--- config.mk ---
export PLATFORM = sky130hd
export DESIGN_NAME = irq_nest_ctrl
export DESIGN_NICKNAME = d
export VERILOG_FILES = /design/src/rtl/irq_nest_pkg.sv /design/src/rtl/irq_pend_bank.sv /design/src/rtl/irq_isr_track.sv /design/src/rtl/irq_prio_sel.sv /design/src/rtl/irq_nest_ctrl.sv
export SDC_FILE = /design/constraint.sdc
export NUM_CORES = 1
export LEC_CHECK = 0
export BUFFER_PORTS_ARGS = -buffer_cell sky130_fd_sc_hd__buf_4
export CAP_MARGIN = 5
export CORE_AREA = 2 2 39 41
export CTS_CLUSTER_DIAMETER = 150
export CTS_CLUSTER_SIZE = 28
export DETAILED_ROUTE_END_ITERATION = 7
export DIE_AREA = 0 0 41 43
export SLEW_MARGIN = 40
export SYNTH_ARGS = -nofsm -noshare
export SYNTH_HDL_FRONTEND = slang
export SYNTH_SLANG_ARGS = --single-unit
--- constraint.sdc ---
create_clock -name clk -period 1.85 [get_ports clk]
set_input_delay 0.4625 -clock clk [delete_from_list [all_inputs] [get_ports clk]]
set_output_delay 0.4625 -clock clk [all_outputs]
set_load 0.01 [all_outputs]
--- src/rtl/irq_nest_pkg.sv ---
package irq_nest_pkg;
  // Source numbering: priority rises with the number.
  typedef enum logic [1:0] {
    SRC_PROG = 2'd0,
    SRC_IO   = 2'd1,
    SRC_TMR  = 2'd2,
    SRC_HWF  = 2'd3
  } src_id_e;

  typedef enum logic {
    POL_HOLD_ALL = 1'b0,
    POL_PREEMPT  = 1'b1
  } policy_e;
endpackage

--- src/rtl/irq_pend_bank.sv ---
module irq_pend_bank #(
  parameter int unsigned NSRC = 4,
  localparam int unsigned IDX_W = (NSRC > 1) ? $clog2(NSRC) : 1
) (
  input  logic             clk,
  input  logic             rst_n,
  input  logic [NSRC-1:0]  req,
  input  logic             clr_en,
  input  logic [IDX_W-1:0] clr_idx,
  output logic [NSRC-1:0]  pend
);
  logic [NSRC-1:0] pend_q;
  logic [NSRC-1:0] pend_d;
  logic            pend_upd;

  assign pend_upd = (|req) | clr_en;

  for (genvar g = 0; g < NSRC; g++) begin : g_bit
    logic hit_clr;
    assign hit_clr = clr_en && (clr_idx == IDX_W'(g));

    // A fresh request wins over a clear in the same cycle.
    always_comb begin
      pend_d[g] = (pend_q[g] & ~hit_clr) | req[g];
    end

    AST_PEND_HOLD: assert property (@(posedge clk) disable iff (!rst_n)
      (pend_q[g] && !hit_clr) |=> pend_q[g]);
  end

  always_ff @(posedge clk or negedge rst_n) begin
    if (!rst_n) begin
      pend_q <= '0;
    end else if (pend_upd) begin
      pend_q <= pend_d;
    end
  end

  assign pend = pend_q;
endmodule

--- src/rtl/irq_isr_track.sv ---
module irq_isr_track #(
  parameter int unsigned NSRC = 4,
  localparam int unsigned IDX_W = (NSRC > 1) ? $clog2(NSRC) : 1
) (
  input  logic             clk,
  input  logic             rst_n,
  input  logic             set_en,
  input  logic [IDX_W-1:0] set_idx,
  input  logic             eoi,
  output logic             top_valid,
  output logic [IDX_W-1:0] top_idx
);
  logic [NSRC-1:0] isr_q;
  logic [NSRC-1:0] isr_d;
  logic [NSRC-1:0] pop_mask;
  logic [NSRC-1:0] push_mask;
  logic            isr_upd;

  // Highest active service is the top of the stack.
  always_comb begin
    top_idx = '0;
    for (int i = 0; i < NSRC; i++) begin
      if (isr_q[i]) top_idx = IDX_W'(i);
    end
  end

  assign top_valid = |isr_q;

  always_comb begin
    pop_mask  = '0;
    push_mask = '0;
    if (eoi && top_valid) pop_mask[top_idx] = 1'b1;
    if (set_en)           push_mask[set_idx] = 1'b1;
    isr_d = (isr_q & ~pop_mask) | push_mask;
  end

  assign isr_upd = set_en | eoi;

  always_ff @(posedge clk or negedge rst_n) begin
    if (!rst_n) begin
      isr_q <= '0;
    end else if (isr_upd) begin
      isr_q <= isr_d;
    end
  end

  AST_ISR_PUSH: assert property (@(posedge clk) disable iff (!rst_n)
    set_en |=> isr_q[$past(set_idx)]);

  AST_EOI_POP: assert property (@(posedge clk) disable iff (!rst_n)
    (eoi && !set_en && top_valid) |=>
      (($countones(isr_q) + 1) == $countones($past(isr_q))));

  AST_EOI_IDLE: assert property (@(posedge clk) disable iff (!rst_n)
    (eoi && !set_en && !top_valid) |=> !top_valid);
endmodule

--- src/rtl/irq_prio_sel.sv ---
module irq_prio_sel #(
  parameter int unsigned NSRC = 4,
  localparam int unsigned IDX_W = (NSRC > 1) ? $clog2(NSRC) : 1
) (
  input  logic [NSRC-1:0]  pend,
  input  logic             top_valid,
  input  logic [IDX_W-1:0] top_idx,
  input  logic             nest_en,
  output logic             req,
  output logic [IDX_W-1:0] vec
);
  logic [NSRC-1:0] allow;
  logic [NSRC-1:0] cand;

  for (genvar g = 0; g < NSRC; g++) begin : g_allow
    assign allow[g] = !top_valid || (nest_en && (IDX_W'(g) > top_idx));
  end

  assign cand = pend & allow;
  assign req  = |cand;

  always_comb begin
    vec = '0;
    for (int i = 0; i < NSRC; i++) begin
      if (cand[i]) vec = IDX_W'(i);
    end
  end
endmodule

--- src/rtl/irq_nest_ctrl.sv ---
module irq_nest_ctrl #(
  parameter int unsigned NSRC = 4,
  localparam int unsigned IDX_W = (NSRC > 1) ? $clog2(NSRC) : 1
) (
  input  logic             clk,
  input  logic             rst_n,
  input  logic [NSRC-1:0]  src_req,
  input  logic             nest_en,
  input  logic             irq_ack,
  input  logic             eoi,
  output logic             irq_req,
  output logic [IDX_W-1:0] irq_vec
);
  import irq_nest_pkg::*;

  logic [NSRC-1:0]  pend;
  logic             take;
  logic             top_valid;
  logic [IDX_W-1:0] top_idx;
  policy_e          policy;

  assign policy = policy_e'(nest_en);
  assign take   = irq_ack & irq_req;

  irq_pend_bank #(.NSRC(NSRC)) u_pend (
    .clk     (clk),
    .rst_n   (rst_n),
    .req     (src_req),
    .clr_en  (take),
    .clr_idx (irq_vec),
    .pend    (pend)
  );

  irq_isr_track #(.NSRC(NSRC)) u_isr (
    .clk       (clk),
    .rst_n     (rst_n),
    .set_en    (take),
    .set_idx   (irq_vec),
    .eoi       (eoi),
    .top_valid (top_valid),
    .top_idx   (top_idx)
  );

  irq_prio_sel #(.NSRC(NSRC)) u_sel (
    .pend      (pend),
    .top_valid (top_valid),
    .top_idx   (top_idx),
    .nest_en   (policy == POL_PREEMPT),
    .req       (irq_req),
    .vec       (irq_vec)
  );

  AST_VEC_PENDING: assert property (@(posedge clk) disable iff (!rst_n)
    irq_req |-> pend[irq_vec]);

  AST_IDLE_VEC_ZERO: assert property (@(posedge clk) disable iff (!rst_n)
    !irq_req |-> (irq_vec == '0));

  AST_HOLD_ALL_MASK: assert property (@(posedge clk) disable iff (!rst_n)
    (!nest_en && top_valid) |-> !irq_req);

  AST_PREEMPT_HIGHER: assert property (@(posedge clk) disable iff (!rst_n)
    (nest_en && top_valid && irq_req) |-> (irq_vec > top_idx));

  AST_ACK_IGNORED: assert property (@(posedge clk) disable iff (!rst_n)
    (irq_ack && !irq_req && !eoi && (src_req == '0)) |=> $stable(pend));
endmodule

==> run metrics, run 1 <==
status complete, but fails checks; failing checks setup timing; GRT overflow 0; CTS tree yes; initial core utilization 28.8%; cts bufs inserted 3; Routed Antenna Nets 0; Post-Synth Simple-Gate Area 25.1%; Syn Inst Count 42; most crowded layer after global routing met2; DP HPWL 706 um; CP arrival 1480 ps; worst vdd ir 491 uV; worst-skew pair later-pin latency 250 ps; post-placement cell count 70; Hold Vio Cnt, Final 0; XOR/XNOR share of the synthesized area 0%; share of cells above drive strength 1 45.9%; Core Region 0.00138 mm^2; mean area per synthesized cell 9.50 um^2; final setup fails 1; synth unique cells 18; yosys synthesis warning count 0; Max Cap Violations 0; worst hold slack 19.9 ps; slowest CP cell dfrtp_1; Worst-path clk slew 50 ps; CTS root buffer clkbuf_4; Setup CP Type reg2out; overall routed net length 903 um; IO Count 12; met1 Track Usage GR 16.8%; DRT Pass-1 Iters 2; ANT cells 0; Leak 0.276 nW; min Tclk post-route 1950 ps; chip height 43 um; register bit count reported by yosys 8; crit path cell chain nor3_4, o221ai_2, inv_2, or3_4, buf_6; DRC Markers 0; GR Layer Usage met2 17.8%; worst slack, placed -15.6 ps; post-synthesis adder-cell area fraction 0%; fmax 514 MHz; Seq/Total Area, Yosys 50.2%; Setup crit start kind flop; I/O Buffers 11; final worst-path cycle share 105%; number of DRC markers in iteration 0 4; unrepaired setup endpoints after global routing true; Pwr Density 1610 mW/mm^2; Worst Tran Pin Value 234 ps; Worst Slack Setup Final -97.3 ps; first-pass GRT wire length 1.48 mm; routed len/inst 11.7 um; Crit path largest cell delay 420 ps; row count 14; vias in the first global route 372; Rel. slew slack 84.3%; hold_buf cts 0; CP required 1390 ps; global placer's final weighted congestion 0.690; Final Instance Count excl. Fillers 77; nets 72; mux cell area share after synthesis 0%; Finished Core Util 43.1%; Area Overhead vs Synth 49.5%; Worst Path Max Fanout 3; chip width 41 um; post-synthesis compound-gate area fraction 21.9%; Vias/cell 4.90; worst hold path class in2async; die area 0.00176 mm^2; routed via count 377; largest family of logic cells by synthesized area simple AND/OR/NAND/NOR gates; Setup crit end kind output port; Mapped Area 399 um^2; met3 Use GR 1.57%; skew final 1.68 ps; CTS Sinks 8; largest net degree at the start of global routing 9; Net Count, Synth 51; final number of max-transition violations 0; H-tree depth 1; Tot GR Track Use 12.7%; antenna violations before repair 0; Longest Clk Path Bufs 2
synthesized netlist by cell type, drive strengths merged:
cell    n  share of area (%)
nand4   1                1.6
nand2   5                4.7
o21ai   5                6.3
nor3    2                3.8
a21o    4                7.5
dfrtp   8                 50
and3    2                3.1
nor2b   2                3.1
nand3   3                3.8
o211ai  1                1.9
o211a   1                2.5
inv     3                2.8
or3     1                1.6
nor2    2                1.9
o221ai  1                3.8
nand2b  1                1.6
placed cells by master (no fill, tap or decap), drive strengths merged, types with 2 or more instances in the layout:
cell    instances
buf            16
nand3           3
and3            2
inv             3
nor2            2
clkbuf          3
nor2b           2
a21o            4
nor3            2
o21ai           5
nand2           5
dfrtp           8
cell families (layout without fill, tap and decap cells):
family          after synthesis  count (layout)
flops                         8               8
compound gates               12              12
buf+inv                       3              22
simple gates                 19              19
cell type report:
type                    count  area (um^2)
flip-flops and latches      8          203
well taps                  16         20.0
repair buffers             16          131
clock buffers               3         22.5
multi-input cells          31          209
inverters                   3         11.3
fillers                   142          787
worst max-delay path: cells and delay by family, from the launching register on:
kind	cells	cell delay [ps]
AND/OR/NAND/NOR	2	390
AO/OA/AOI/OAI	1	230
buffers and inverters	2	190
flip-flops	1	420
power by group:
| group | switching (W) | internal, W | total (W) |
|---|---|---|---|
| Clock | 0.0000562 | 0.0000740 | 0.000130 |
| Sequential | 0.0000707 | 0.000236 | 0.000306 |
| Combinational | 0.000231 | 0.000294 | 0.000526 |
| Total | 0.000358 | 0.000604 | 0.000962 |
through the flow:
step | total power [W] | cell area [um^2] | setup TNS [ps]
floorplan | 0.000543 | 399 | 0
global placement | 0.000682 | 509 | 0
detailed placement | 0.000695 | 509 | -15.6
CTS | 0.000927 | 579 | -127
global route | 0.00105 | 597 | -281
finish | 0.000962 | 597 | -97.3
per-layer routing:
layer / wire length [um] / vias to the layer above / part of all wire [%]
met5: 0 / - / 0
met4: 9 / 0 / 1.0
met3: 37 / 2 / 4.1
met2: 466 / 9 / 52
met1: 390 / 176 / 43
li1: - / 190 / -
path summary, 6_finish.rpt:
path	startpoint	endpoint	slack, ps	cells after the start
min in group clk	src_req[0]	u_pend.pend[0]	390	2
worst min register to register	u_pend.pend[0]	u_pend.pend[0]	470	1
max in group asynchronous	rst_n	u_isr.isr_q[0]	1690	1
worst min-delay path	rst_n	u_isr.isr_q[3]	20	1
worst max register to register	u_isr.isr_q[2]	u_pend.pend[1]	550	4
worst max-delay path	u_isr.isr_q[1]	irq_req	-100	5
state kept, by name (all words and copies together) (netlist names):
register / cells
u_isr.isr_q: 4
u_pend.pend: 4
what timing repair did:
| item | CTS | global route |
|---|---|---|
| resized for setup | 7 | 3 |
| endpoints found under the setup margin | 2 | 2 |
| pin swaps | 4 | 1 |
| setup buffers | 3 | 1 |
Note: power is estimated with default switching activity, not from simulation.
==> run 2: changes to the inputs <==
--- a/config.mk
+++ b/config.mk
@@ -12,6 +12,7 @@
 export CTS_CLUSTER_SIZE = 28
 export DETAILED_ROUTE_END_ITERATION = 7
 export DIE_AREA = 0 0 41 43
+export PLACE_DENSITY = 0.56
 export SLEW_MARGIN = 40
 export SYNTH_ARGS = -nofsm -noshare
 export SYNTH_HDL_FRONTEND = slang
==> run metrics, run 2 (synthesized netlist as in run 1, its figures left out) <==
unrepaired setup endpoints after global routing true; fillers 149; CTS root buffer clkbuf_4; R2R setup slack 550 ps; H-tree depth 1; worst-skew pair later-pin latency 260 ps; cts bufs inserted 3; share of cells above drive strength 1 41.9%; number of DRC markers in iteration 0 6; Vias/cell 5.01; Longest Clk Path Bufs 2; Max Cap Violations 0; Leak 0.278 nW; delay-heaviest family, CP simple AND/OR/NAND/NOR gates; ANT cells 0; Core Region 0.00138 mm^2; fmax 518 MHz; skew final 1.64 ps; Switching Share 37.0%; Sequential Power Share 31.0%; CP required 1390 ps; CP arrival 1470 ps; antenna violations before repair 0; IO Count 12; Setup CP Type reg2out; status complete, but fails checks; DRT Pass-1 Iters 4; DP HPWL 673 um; final number of max-transition violations 0; chip width 41 um; global placer's final weighted congestion 0.699; highest-count cells in the layout ignoring fill and taps buf_4, dfrtp_1, nand2_1, a21o_1; NetSw 0.000353 W; routed len/inst 11.4 um; Worst-path clk slew 50 ps; failing checks setup timing; final setup fails 1; Finished Core Util 42.0%; min Tclk post-route 1930 ps; first-pass GRT wire length 1.43 mm; internal power 0.000601 W; slowest CP cell dfrtp_1; Worst Slack Setup Final -80.0 ps; Worst Tran Pin Value 240 ps; setup TNS -80.0 ps; Crit path largest cell delay 420 ps; nets 73; crit path cell chain nor2_2, and3_1, or3_4, buf_6; Routed Antenna Nets 0; overall routed net length 893 um; worst hold path class in2async; Setup crit end kind output port; CTS Sinks 8; worst r2r src u_isr.isr_q[1]; Pwr Density 1640 mW/mm^2; Tot GR Track Use 12.6%; DRC Markers 0; Reg2Reg Depth 4; Area Overhead vs Synth 45.8%; Crit path buffers/inverters 1; clock network fraction of total power 14.3%; vias in the first global route 371; die area 0.00176 mm^2; Rel. slew slack 83.9%; Worst Path Max Fanout 5; Critical R2R Capture u_pend.pend[1]; initial core utilization 28.8%; Setup crit start kind flop; routed via count 391; hold_buf cts 0; GRT overflow 0; Combinational Power Share 54.7%; row count 14; most common cell after layout, fill and taps aside buf_4; final worst-path cycle share 104%; worst vdd ir 424 uV; I/O Buffers 11; largest net degree at the start of global routing 9; Hold Vio Cnt, Final 0; CTS tree yes; chip height 43 um
[run 2: cell count changes in the layout (fill, tap and decap cells not counted), moves of 2 or more]
cell | previous run | this run
buf_4 | 13 | 16
o21ai_1 | 0 | 2
buf_6 | 3 | 1
o21ai_0 | 5 | 3
[run 2: repair_timing]
item / in CTS / in global routing
endpoints found under the hold margin: 0 / 0
endpoints found under the setup margin: 2 / 3
buffers inserted: 4 / 1
pin swaps: 4 / 0
gates resized for setup: 2 / 4
[run 2: power groups by stage]
stage | Combinational (W) | Clock (W) | Sequential [W]
floorplan | 0.000263 | 0 | 0.000281
global placement | 0.000389 | 0 | 0.000295
detailed placement | 0.000394 | 0 | 0.000295
CTS | 0.000477 | 0.000143 | 0.000294
global route | 0.000590 | 0.000142 | 0.000305
finish | 0.000522 | 0.000136 | 0.000296
[run 2: cell type report]
cell class / instances / area [um^2] / share of cell area (%)
Multi-Input combinational cell: 31 / 195 / 33.5
Sequential cell: 8 / 201 / 34.6
Clock buffer: 3 / 22.5 / 3.87
Inverter: 3 / 11.3 / 1.94
Timing Repair Buffer: 17 / 131 / 22.6
Tap cell: 16 / 20.0 / 3.44
[run 2: worst max path at each step]
| stage | from | cells past startpoint | end | slack [ps] |
|---|---|---|---|---|
| after CTS | u_isr.isr_q[2] | 5 | irq_req | -80 |
| after detailed placement | nest_en | 5 | irq_req | 0.7 |
| after global routing | u_isr.isr_q[1] | 5 | irq_req | -150 |
| after floorplan | u_pend.pend[2] | 4 | irq_req | 200 |
| after global placement | nest_en | 5 | irq_req | 20 |
| final | u_isr.isr_q[3] | 4 | irq_req | -80 |
[run 2: metrics by stage]
stage	hold slack (ps)	setup slack, ps	instance area (um^2)	power [W]	std cells
after floorplan	167	197	399	0.000543	42
after global placement	287	16.2	509	0.000684	70
after detailed placement	287	0.749	509	0.000689	70
after CTS	4.75	-76.6	568	0.000914	77
after global routing	19.0	-145	582	0.00104	78
final	9.73	-80.0	582	0.000954	78
[run 2: worst reg2reg max path: stages, from the launching register on]
cell and delay [ps]:
dfrtp_1 420, nor3_1 270, and3_1 220, nand3_1 100, a21o_1 180
[run 2: metal layers]
metal | part of all wire, % | vias up | GRT usage [%]
li1 | - | 191 | -
met1 | 44 | 181 | 15.9
met2 | 47 | 16 | 16.3
met3 | 4.7 | 3 | 3.14
met4 | 3.2 | 0 | 12.0
met5 | 0 | - | 0
